**src/rtl/cfg_i2c_pkg.sv**
```systemverilog
package cfg_i2c_pkg;

  typedef enum logic [2:0] {
    ST_IDLE,
    ST_RECV,
    ST_ACK,
    ST_SEND,
    ST_MACK
  } busState_e;

  typedef enum logic [1:0] {
    K_ADDR,
    K_PTR,
    K_DATA
  } rxKind_e;

  // strobes from bus control to the register datapath
  typedef struct packed {
    logic capture;   // shift in one received bit
    logic setPtr;    // received byte becomes the pointer
    logic writeReg;  // received byte stored at pointer, pointer steps
    logic loadTx;    // load byte at pointer for sending, pointer steps
    logic shiftTx;   // advance to the next outgoing bit
  } dpStrobe_t;

endpackage

```
**src/rtl/cfg_i2c_ctrl.sv**
```systemverilog
module cfg_i2c_ctrl
  import cfg_i2c_pkg::*;
#(
  parameter int SYNC_STAGES = 2
) (
  input  logic      clk,
  input  logic      rstN,
  input  logic      pwrDown,
  input  logic      sclIn,
  input  logic      sdaIn,
  input  logic      addrHit,
  input  logic      rwBit,
  input  logic      txMsb,
  output dpStrobe_t strb,
  output logic      sdaSync,
  output logic      sdaOe
);

  localparam int CNT_W = 4;
  localparam logic [CNT_W-1:0] LAST_BIT = CNT_W'(8);

  logic [SYNC_STAGES-1:0] sclPipe, sdaPipe;
  logic sclS, sdaS, sclD, sdaD;
  logic sclRise, sclFall, startEv, stopEv;

  busState_e        state;
  rxKind_e          kind;
  logic [CNT_W-1:0] bitCnt;
  logic             isRead;
  logic             masterAck;
  logic             byteDone;

  always_ff @(posedge clk or negedge rstN) begin
    if (!rstN) begin
      sclPipe <= '1;
      sdaPipe <= '1;
      sclD    <= 1'b1;
      sdaD    <= 1'b1;
    end else begin
      sclPipe <= {sclPipe[SYNC_STAGES-2:0], sclIn};
      sdaPipe <= {sdaPipe[SYNC_STAGES-2:0], sdaIn};
      sclD    <= sclS;
      sdaD    <= sdaS;
    end
  end

  assign sclS    = sclPipe[SYNC_STAGES-1];
  assign sdaS    = sdaPipe[SYNC_STAGES-1];
  assign sdaSync = sdaS;
  assign sclRise = sclS & ~sclD;
  assign sclFall = ~sclS & sclD;
  assign startEv = sclS & sclD & sdaD & ~sdaS;
  assign stopEv  = sclS & sclD & ~sdaD & sdaS;

  assign byteDone = (state == ST_RECV) && sclFall && (bitCnt == LAST_BIT);

  always_comb begin
    strb          = '0;
    strb.capture  = (state == ST_RECV) && sclRise;
    strb.setPtr   = byteDone && (kind == K_PTR);
    strb.writeReg = byteDone && (kind == K_DATA);
    strb.loadTx   = ((state == ST_ACK) && sclFall && isRead) ||
                    ((state == ST_MACK) && sclFall && masterAck);
    strb.shiftTx  = (state == ST_SEND) && sclFall && (bitCnt != LAST_BIT);
  end

  always_ff @(posedge clk or negedge rstN) begin
    if (!rstN) begin
      state     <= ST_IDLE;
      kind      <= K_ADDR;
      bitCnt    <= '0;
      isRead    <= 1'b0;
      masterAck <= 1'b0;
    end else if (pwrDown) begin
      state     <= ST_IDLE;
      kind      <= K_ADDR;
      bitCnt    <= '0;
      isRead    <= 1'b0;
      masterAck <= 1'b0;
    end else if (startEv) begin
      state  <= ST_RECV;
      kind   <= K_ADDR;
      bitCnt <= '0;
      isRead <= 1'b0;
    end else if (stopEv) begin
      state <= ST_IDLE;
    end else begin
      unique case (state)
        ST_RECV: begin
          if (sclRise) bitCnt <= bitCnt + 1'b1;
          if (byteDone) begin
            if (kind == K_ADDR) begin
              if (addrHit) begin
                state  <= ST_ACK;
                isRead <= rwBit;
              end else begin
                state <= ST_IDLE;
              end
            end else begin
              state <= ST_ACK;
            end
          end
        end
        ST_ACK: begin
          if (sclFall) begin
            bitCnt <= '0;
            if (isRead) begin
              state <= ST_SEND;
            end else begin
              state <= ST_RECV;
              kind  <= (kind == K_ADDR) ? K_PTR : K_DATA;
            end
          end
        end
        ST_SEND: begin
          if (sclRise) bitCnt <= bitCnt + 1'b1;
          if (sclFall && (bitCnt == LAST_BIT)) begin
            state     <= ST_MACK;
            masterAck <= 1'b0;
          end
        end
        ST_MACK: begin
          if (sclRise) masterAck <= ~sdaS;
          if (sclFall) begin
            bitCnt <= '0;
            state  <= masterAck ? ST_SEND : ST_IDLE;
          end
        end
        default: ;
      endcase
    end
  end

  assign sdaOe = (state == ST_ACK) || ((state == ST_SEND) && !txMsb);

  AST_STOP_RELEASES: assert property (@(posedge clk) disable iff (!rstN || pwrDown)
    stopEv |=> !sdaOe);

  AST_SDA_MOVES_SCL_LOW: assert property (@(posedge clk) disable iff (!rstN || pwrDown)
    (!$stable(sdaOe) && !$past(pwrDown)) |-> !sclS);

  AST_NACK_ON_MISS: assert property (@(posedge clk) disable iff (!rstN || pwrDown)
    (byteDone && (kind == K_ADDR) && !addrHit) |=> !sdaOe);

  AST_ONE_STROBE: assert property (@(posedge clk) disable iff (!rstN)
    $onehot0(strb));

endmodule

```
**src/rtl/cfg_i2c_regs.sv**
```systemverilog
module cfg_i2c_regs
  import cfg_i2c_pkg::*;
#(
  parameter int          NUM_REGS = 2,
  parameter int          PTR_W    = 8,
  parameter logic [7:0]  ID_RESET = 8'h68
) (
  input  logic       clk,
  input  logic       rstN,
  input  logic       pwrDown,
  input  dpStrobe_t  strb,
  input  logic       sdaSync,
  input  logic [1:0] idSel,
  input  logic       pinVodHi,
  input  logic       pinRiseEdge,
  input  logic [1:0] pinFiltMode,
  input  logic       pinSleep,
  output logic       addrHit,
  output logic       rwBit,
  output logic       txMsb,
  output logic       effVodHi,
  output logic       effRiseEdge,
  output logic [1:0] effFiltMode,
  output logic       effSleep,
  output logic       cfgFromRegs
);

  localparam int CFG_IDX = 0;
  localparam int ID_IDX  = 1;

  function automatic logic [7:0] regMask(input int idx);
    case (idx)
      CFG_IDX: regMask = 8'h3F;
      ID_IDX:  regMask = 8'hFF;
      default: regMask = 8'h00;
    endcase
  endfunction

  function automatic logic [7:0] regReset(input int idx);
    regReset = (idx == ID_IDX) ? ID_RESET : 8'h00;
  endfunction

  function automatic logic [6:0] pinAddr(input logic [1:0] sel);
    case (sel)
      2'b00:   pinAddr = 7'h69;
      2'b01:   pinAddr = 7'h6A;
      2'b10:   pinAddr = 7'h6B;
      default: pinAddr = 7'h6E;
    endcase
  endfunction

  logic [NUM_REGS-1:0][7:0] regFile;
  logic [PTR_W-1:0]         ptrQ;
  logic [7:0]               shiftQ;
  logic [7:0]               rdByte;
  logic [6:0]               devAddr;

  always_ff @(posedge clk or negedge rstN) begin
    if (!rstN) begin
      for (int i = 0; i < NUM_REGS; i++) regFile[i] <= regReset(i);
    end else if (pwrDown) begin
      for (int i = 0; i < NUM_REGS; i++) regFile[i] <= regReset(i);
    end else if (strb.writeReg) begin
      for (int i = 0; i < NUM_REGS; i++)
        if (ptrQ == PTR_W'(i)) regFile[i] <= shiftQ & regMask(i);
    end
  end

  always_comb begin
    rdByte = 8'h00;
    for (int i = 0; i < NUM_REGS; i++)
      if (ptrQ == PTR_W'(i)) rdByte = regFile[i];
  end

  always_ff @(posedge clk or negedge rstN) begin
    if (!rstN) begin
      ptrQ   <= '0;
      shiftQ <= '0;
    end else if (pwrDown) begin
      ptrQ   <= '0;
      shiftQ <= '0;
    end else begin
      if (strb.capture)  shiftQ <= {shiftQ[6:0], sdaSync};
      if (strb.loadTx)   shiftQ <= rdByte;
      if (strb.shiftTx)  shiftQ <= {shiftQ[6:0], 1'b0};
      if (strb.setPtr)   ptrQ   <= PTR_W'(shiftQ);
      if (strb.writeReg || strb.loadTx) ptrQ <= ptrQ + PTR_W'(1);
    end
  end

  assign devAddr = regFile[ID_IDX][7] ? regFile[ID_IDX][6:0] : pinAddr(idSel);
  assign addrHit = (shiftQ[7:1] == devAddr);
  assign rwBit   = shiftQ[0];
  assign txMsb   = shiftQ[7];

  assign cfgFromRegs = regFile[CFG_IDX][0];
  assign effSleep    = cfgFromRegs ? regFile[CFG_IDX][1]   : pinSleep;
  assign effFiltMode = cfgFromRegs ? regFile[CFG_IDX][3:2] : pinFiltMode;
  assign effRiseEdge = cfgFromRegs ? regFile[CFG_IDX][4]   : pinRiseEdge;
  assign effVodHi    = cfgFromRegs ? regFile[CFG_IDX][5]   : pinVodHi;

  AST_PD_DEFAULTS: assert property (@(posedge clk) disable iff (!rstN)
    pwrDown |=> (regFile[CFG_IDX] == 8'h00 && regFile[ID_IDX] == ID_RESET));

  AST_PTR_STEP: assert property (@(posedge clk) disable iff (!rstN || pwrDown)
    (strb.writeReg || strb.loadTx) |=> (ptrQ == $past(ptrQ) + PTR_W'(1)));

  AST_RSVD_CLEAR: assert property (@(posedge clk) disable iff (!rstN)
    strb.writeReg |=> (regFile[CFG_IDX][7:6] == 2'b00));

endmodule

```
**src/rtl/cfg_i2c_target.sv**
```systemverilog
module cfg_i2c_target
  import cfg_i2c_pkg::*;
#(
  parameter int         SYNC_STAGES = 2,
  parameter int         NUM_REGS    = 2,
  parameter int         PTR_W       = 8,
  parameter logic [7:0] ID_RESET    = 8'h68
) (
  input  logic       clk,
  input  logic       rstN,
  input  logic       pwrDown,
  input  logic       sclIn,
  input  logic       sdaIn,
  output logic       sdaOe,
  input  logic [1:0] idSel,
  input  logic       pinVodHi,
  input  logic       pinRiseEdge,
  input  logic [1:0] pinFiltMode,
  input  logic       pinSleep,
  output logic       effVodHi,
  output logic       effRiseEdge,
  output logic [1:0] effFiltMode,
  output logic       effSleep,
  output logic       cfgFromRegs
);

  dpStrobe_t strb;
  logic      sdaSync, addrHit, rwBit, txMsb;

  cfg_i2c_ctrl #(.SYNC_STAGES(SYNC_STAGES)) ctrl (
    .clk(clk), .rstN(rstN), .pwrDown(pwrDown),
    .sclIn(sclIn), .sdaIn(sdaIn),
    .addrHit(addrHit), .rwBit(rwBit), .txMsb(txMsb),
    .strb(strb), .sdaSync(sdaSync), .sdaOe(sdaOe)
  );

  cfg_i2c_regs #(.NUM_REGS(NUM_REGS), .PTR_W(PTR_W), .ID_RESET(ID_RESET)) regs (
    .clk(clk), .rstN(rstN), .pwrDown(pwrDown),
    .strb(strb), .sdaSync(sdaSync), .idSel(idSel),
    .pinVodHi(pinVodHi), .pinRiseEdge(pinRiseEdge),
    .pinFiltMode(pinFiltMode), .pinSleep(pinSleep),
    .addrHit(addrHit), .rwBit(rwBit), .txMsb(txMsb),
    .effVodHi(effVodHi), .effRiseEdge(effRiseEdge),
    .effFiltMode(effFiltMode), .effSleep(effSleep),
    .cfgFromRegs(cfgFromRegs)
  );

endmodule

```
**config.mk**
```make
export PLATFORM = sky130hd
export DESIGN_NAME = cfg_i2c_target
export DESIGN_NICKNAME = d
export VERILOG_FILES = /design/src/rtl/cfg_i2c_pkg.sv /design/src/rtl/cfg_i2c_ctrl.sv /design/src/rtl/cfg_i2c_regs.sv /design/src/rtl/cfg_i2c_target.sv
export SDC_FILE = /design/constraint.sdc
export NUM_CORES = 1
export LEC_CHECK = 0
export CAP_MARGIN = 30
export CORE_UTILIZATION = 46
export CTS_BUF_LIST = sky130_fd_sc_hd__clkbuf_16
export CTS_CLUSTER_SIZE = 16
export DETAILED_ROUTE_END_ITERATION = 12
export PLACE_DENSITY = 0.69
export SLEW_MARGIN = 25
export SYNTH_ARGS = -nofsm -noshare
export SYNTH_HDL_FRONTEND = slang
export SYNTH_SLANG_ARGS = --single-unit
```
**constraint.sdc**
```tcl
create_clock -name clk -period 1.95 [get_ports clk]
set_clock_uncertainty 0.05 [all_clocks]
set_input_delay 0.2925 -clock clk [delete_from_list [all_inputs] [get_ports clk]]
set_output_delay 0.2925 -clock clk [all_outputs]
set_load 0.05 [all_outputs]
```
==> impl_metrics.ini, run 1 <==
[run_status]
status = complete, no violations

[drt]
wl_met3_um = 314
top_layer_used = met4
finalWirelength_um = 7350
wire_per_inst_um = 16.6
wl_met2_um = 3550
first_pass_iters = 4
m1WireLength_um = 3420
post-route-drc-count = 0
postRouteAntennaNets = 0
drtIter0Drc = 197
viasPerCell = 5.87
vias = 2596

[placement]
gp_congestion = 0.854
place_area_mm2 = 0.00351
portBuffers = 18
hpwl_um = 5190

[setup_path]
max_stage_delay_ps = 380
crit_path_end_kind = register
cp_slowest_cell = dfrtp_1
critPathLaunchType = register
criticalPathCategory = reg -> reg
critPathRequiredTime_ps = 2070
path_max_fanout = 5
worstPathCellList = inv_2 -> ha_2 -> and3b_2 -> nand3b_1 -> nor2b_4 -> o21ai_4 -> nor2_4 -> mux2_2
cp_top_family = simple AND/OR/NAND/NOR gates
crit_buf_inv = 1
cp_data_arrival_time_ps = 2020

[clock_tree]
clk_path_buf_depth = 2
cts_buffers = 5
h-tree-depth = 2
cts_root_buffer = clkbuf_16
clk_pin_slew_worst_paths_ps = 60
cts_tree = built
clock_latency_ps = 290
clkSinkCount = 47

[die]
start_util = 0.490
die_x_um = 82.3
rows = 28
die-area_mm2 = 0.00678
core-area_mm2 = 0.00606
pin_count = 19
fp.dieH_um = 82.3

[logic_synthesis]
synth_area_leader_cell = dfrtp_1
syn_inst = 315
ys.flop_type = dfrtp_1
seq_area_frac_synth = 0.400
synth-edff-count = 0
yosysWarnings = 0
ys_top_cells_by_area = dfrtp_1 (32%), dfstp_2 (8.0%), nor2_1 (4.8%), mux2i_1 (4.4%), mux2_2 (4.2%)
yosysTopAreaCellShare = 0.320
synth.cell_area_mm2 = 0.00297
async_flop_share = 1.00
ys_types = 63
ys_ff_latch = 47
avgSynthCellArea_um2 = 9.43
syn_nets = 332

[global_routing]
grt_max_degree = 48
grt_pass1_wl_um = 11900
gr-total-overflow = 0
antenna_found_initial = 0
track_usage = 0.234
grt_pass1_vias = 2447

[finish]
finalInstanceArea_mm2 = 0.00381
area_growth_pct = 28.3
fin_util = 0.629
finalNetCount = 383
n_antenna_cell = 0
final_cell_mix = nor2_1 (37), dfrtp_1 (35), buf_4 (35)
final_common_cell = nor2_1
drive_gt1_frac = 0.305

[sta]
tightestPinTransition_ps = 429
max_freq_ghz = 0.525
maxSlewViolCount = 0
finalCritPeriodShare = 0.976
slew_headroom = 0.711
setup_violations = 0
hold_viol_final = 0
rsz0062_at_grt = yes
period_minus_slack_ps = 1900

[pwr]
finalPower_uw = 2040
p_leak_uw = 0.00165
p_seq_frac = 0.496
switchingPower_uw = 477
p_sw_frac = 0.234
powerDensity_mw_per_mm2 = 535
clkPwrFrac = 0.398
p_int_uw = 1560
peakVddDrop_v = 0.000390
pwr-share-comb = 0.106

[job]
maxCapViolCount = 0

[worst_hold_path]
hold_path_class = reg -> reg
## power groups by stage
stage	Sequential (uW)	Clock [uW]	Combinational [uW]
6_report	1010	810	217
5_1_grt	1010	869	235
4_1_cts	1010	825	210
3_5_place_dp	1030	0	208
3_3_place_gp	1020	0	203
2_1_floorplan	1030	0	90.7
## kinds of logic (layout without fill, tap and decap cells)
family                   after synthesis  in the layout  synth area share
multiplexers                          24             24            0.0855
buffers and inverters                 30             82            0.0544
XOR/XNOR                               9              9            0.0266
AO/OA/AOI/OAI                         79             79             0.185
flip-flops                            47             47             0.400
adder cells (fa/ha/maj)                5              5            0.0211
AND/OR/NAND/NOR                      121            121             0.228
## metrics by stage
stage          TNS, ps  cells  hold WS (ps)  worst slack (ps)
2_1_floorplan        0    315         -53.1              73.6
3_3_place_gp      -276    429           251              -160
3_5_place_dp      -282    429           248              -167
4_1_cts              0    438           307              18.9
5_1_grt           -222    442           313             -34.5
6_report             0    442           306              46.8
## layout make-up
type	instances	area (um2)
fill	505	2250
multi-input combinational	238	1710
sequential	47	1190
timing repair buffer	62	634
clock buffer	5	125
tap	75	93.8
inverter	12	47.5
clock inverter	3	11.3
## routing by layer
layer | global-route usage | up-vias
met4 | 0.0526 | 0
li1 | - | 1239
met2 | 0.374 | 60
met3 | 0.0363 | 8
met5 | 0 | -
met1 | 0.332 | 1289
## repair_timing
action	CTS	global route
setup buffers	0	4
hold buffers	1	0
pin swaps	0	13
setup endpoints to repair	8	29
endpoints found under the hold margin	38	0
gates cloned	0	0
resized for setup	3	26
## flip-flops by register name, indices dropped and copies added (netlist names)
register and count:
ctrl.isRead 1, ctrl.kind 2, ctrl.state 3, regs.ptrQ 8
ctrl.masterAck 1, regs.cfgFromRegs 1, ctrl.bitCnt 4, ctrl.sclD 1
ctrl.sclPipe 2, regs.regFile 13, regs.shiftQ 8, ctrl.sdaD 1
ctrl.sdaPipe 2
## worst paths after layout
| path | from | to | slack [ps] | cells past startpoint |
|---|---|---|---|---|
| max | ctrl.bitCnt[0]$_DFFE_PN0P_ | regs.shiftQ[3]$_DFFE_PN0P_ | 50 | 8 |
| min | ctrl.sclPipe[0]$_DFF_PN1_ | ctrl.sclPipe[1]$_DFF_PN1_ | 310 | 0 |
| max reg2reg | ctrl.bitCnt[0]$_DFFE_PN0P_ | regs.shiftQ[3]$_DFFE_PN0P_ | 50 | 8 |
| min reg2reg | ctrl.sclPipe[0]$_DFF_PN1_ | ctrl.sclPipe[1]$_DFF_PN1_ | 310 | 0 |
| max in group asynchronous | rstN | ctrl.sdaPipe[1]$_DFF_PN1_ | 1090 | 3 |
| min in group asynchronous | rstN | regs.regFile[15]$_DFFE_PN0P_ | 460 | 3 |
## cell usage after synthesis, types with 3 or more instances
master / number
xor2_1: 6
xnor2_1: 3
a31oi_1: 4
clkbuf_1: 6
o21ai_0: 8
inv_1: 11
nor3_1: 13
a21oi_1: 24
and3_1: 6
mux2_2: 11
nand4_1: 5
nand2_1: 17
buf_6: 3
a211o_1: 4
o32ai_1: 6
nor2b_1: 9
mux2i_1: 13
dfrtp_1: 38
a211oi_1: 4
a311oi_1: 3
ha_1: 5
dfstp_2: 9
a22oi_1: 6
nor2_1: 38
nand2b_1: 5
nand3_1: 6
or3_1: 3
buf_2: 5
No activity file was read; power rests on OpenSTA's default activity.
==> run 2, diff against run 1 <==
--- a/config.mk
+++ b/config.mk
@@ -10,7 +10,7 @@
 export CTS_BUF_LIST = sky130_fd_sc_hd__clkbuf_16
 export CTS_CLUSTER_SIZE = 16
 export DETAILED_ROUTE_END_ITERATION = 12
-export PLACE_DENSITY = 0.69
+export PLACE_DENSITY = 0.66
 export SLEW_MARGIN = 25
 export SYNTH_ARGS = -nofsm -noshare
 export SYNTH_HDL_FRONTEND = slang
==> constraint.sdc (replaced) <==
create_clock -name clk -period 1.9 [get_ports clk]
set_clock_uncertainty 0.05 [all_clocks]
set_input_delay 0.285 -clock clk [delete_from_list [all_inputs] [get_ports clk]]
set_output_delay 0.285 -clock clk [all_outputs]
set_load 0.05 [all_outputs]
==> run 2 against run 1 <==
  * The run now ends with negative setup slack left
  * Critical path depth rose by 1
  * Global-route usage rose by 1.8 points
  * Final area rose by 4.7%
  * Die area did not move
  * Largest cell class unchanged
  * Via count rose by 3.0%
  * Fmax fell by 1.9%
  * Final cell count rose by 3.8%
  * Largest power group unchanged
==> impl_metrics.ini, run 2 (synthesized netlist as in run 1, its figures left out) <==
[finish]
n_antenna_cell = 0
num-fill-cells = 484
top_regs = regs.regFile x13, regs.ptrQ x8, regs.shiftQ x8
area_growth_pct = 34.3
top_register = regs.regFile
final_common_cell = buf_4
final_cell_mix = buf_4 (52), dfrtp_1 (37), nor2_1 (34)
drive_gt1_frac = 0.349
largest_reg_flops = 13
finalNetCount = 400

[pwr]
peakVddDrop_v = 0.000495
powerDensity_mw_per_mm2 = 583
p_leak_uw = 0.00174

[setup_path]
cp_top_family = simple AND/OR/NAND/NOR gates
r2r-end = regs.regFile[15]$_DFFE_PN0P_
r2r_slack_ps = -40
cp_data_arrival_time_ps = 2060
critPathMostFrequentCell = buf_6
timing.rr.start = ctrl.bitCnt[1]$_DFFE_PN0P_
crit_buf_inv = 3
critPathLaunchType = register
reg2regPathDepth = 9
max_stage_delay_ps = 390
worstPathCellList = inv_2 -> ha_4 -> and3b_2 -> buf_6 -> nand4_1 -> nor2_2 -> buf_6 -> mux2i_1 -> nor2_1
crit_path_end_kind = register
cp_slowest_cell = dfrtp_1
critPathRequiredTime_ps = 2020
criticalPathCategory = reg -> reg
path_max_fanout = 6

[sta]
finalCritPeriodShare = 1.02
timing.hold.ws_ps = 306
hold_viol_final = 0
rsz0062_at_grt = yes
max_freq_ghz = 0.516
tightestPinTransition_ps = 546
period_minus_slack_ps = 1940
maxSlewViolCount = 0
finalSetupTns_ps = -116
slew_headroom = 0.636
setup_violations = 9
fin_ws_ps = -39.3

[worst_hold_path]
min_to = ctrl.sdaPipe[1]$_DFF_PN1_
worstHoldStart = ctrl.sdaPipe[0]$_DFF_PN1_
hold_path_class = reg -> reg
hold_path_depth = 0

[global_routing]
gr-total-overflow = 0
grt_pass1_wl_um = 12700
track_usage = 0.252
grt_max_degree = 24
antenna_found_initial = 0
grt_pass1_vias = 2560

[drt]
vias = 2673
finalWirelength_um = 8030
top_layer_used = met4
wire_per_inst_um = 17.5
wl_met2_um = 3860
post-route-drc-count = 0
first_pass_iters = 4
wl_met3_um = 379
drtIter0Drc = 244
postRouteAntennaNets = 0
m1WireLength_um = 3690
viasPerCell = 5.82

[clock_tree]
cts_buffers = 5
clk_pin_slew_worst_paths_ps = 60
cts_root_buffer = clkbuf_16
clkSinkCount = 47
h-tree-depth = 2
clock_latency_ps = 290
clk_path_buf_depth = 2
cts_tree = built

[placement]
portBuffers = 18
hpwl_um = 5410
gp_congestion = 0.833

[die]
start_util = 0.490
die_x_um = 82.3
pin_count = 19
core-area_mm2 = 0.00606
rows = 28
fp.dieH_um = 82.3
die-area_mm2 = 0.00678

[run_status]
violations = negative setup slack
status = finished with violations

[job]
maxCapViolCount = 0
[run 2: changes by cell type in the layout (fill, tap and decap cells not counted), moves of 2 or more]
| cell | before | now |
|---|---|---|
| buf_4 | 35 | 52 |
| mux2_2 | 11 | 6 |
| mux2_4 | 0 | 5 |
| nor2_1 | 37 | 34 |
| a211oi_1 | 4 | 2 |
| a211oi_2 | 0 | 2 |
| buf_12 | 10 | 8 |
| buf_6 | 5 | 7 |
| dfrtp_1 | 35 | 37 |
| dfrtp_2 | 3 | 1 |
| nor2_2 | 2 | 4 |
[run 2: worst max path at each step]
stage	depth (start not counted)	to	slack [ps]	startpoint
after floorplan	8	regs.shiftQ[1]$_DFFE_PN0P_	20	ctrl.bitCnt[0]$_DFFE_PN0P_
after global placement	7	ctrl.state[1]$_DFFE_PN0P_	-200	idSel[0]
after CTS	9	regs.regFile[10]$_DFFE_PN0P_	-40	ctrl.bitCnt[1]$_DFFE_PN0P_
after global routing	9	regs.regFile[15]$_DFFE_PN0P_	-140	ctrl.bitCnt[1]$_DFFE_PN0P_
after detailed placement	7	ctrl.state[1]$_DFFE_PN0P_	-250	idSel[0]
final	9	regs.regFile[15]$_DFFE_PN0P_	-40	ctrl.bitCnt[1]$_DFFE_PN0P_
[run 2: timing repair]
action                                 CTS  global route
hold buffers                             1             0
pin swaps                               10            15
endpoints found under the hold margin   18             0
buffers inserted                        14             1
resized for setup                       18            25
setup endpoints to repair               29            33
cloned                                   1             0
[run 2: routing by layer]
layer	vias up	GRT usage
met5	-	0
met4	0	0.0754
met3	10	0.0396
met2	74	0.404
met1	1314	0.349
li1	1275	-
[run 2: per-stage QoR]
stage	utilization	setup slack, ps	instance area, um2	power (uW)	cells
finish	0.658	-39.3	3990	2330	459
detailed placement	0.585	-246	3540	1270	435
global route	0.658	-139	3990	2410	459
global placement	0.585	-205	3540	1260	435
floorplan	-	23.6	2970	1150	315
CTS	0.642	-43.9	3890	2320	459
[run 2: area by class of cell]
class	count	area [um2]	share of cell area
Inverter	12	47.5	0.0119
Sequential cell	47	1190	0.298
Clock buffer	5	125	0.0314
Multi-Input combinational cell	238	1750	0.439
Timing Repair Buffer	79	744	0.187
Clock inverter	3	38.8	0.00973
Tap cell	75	93.8	0.0235
[run 2: where the power goes]
group	leakage (uW)	switching [uW]	internal, uW
clock network	0.0000812	386	615
logic	0.00104	137	151
registers	0.000622	15.8	1020
total	0.00174	539	1790
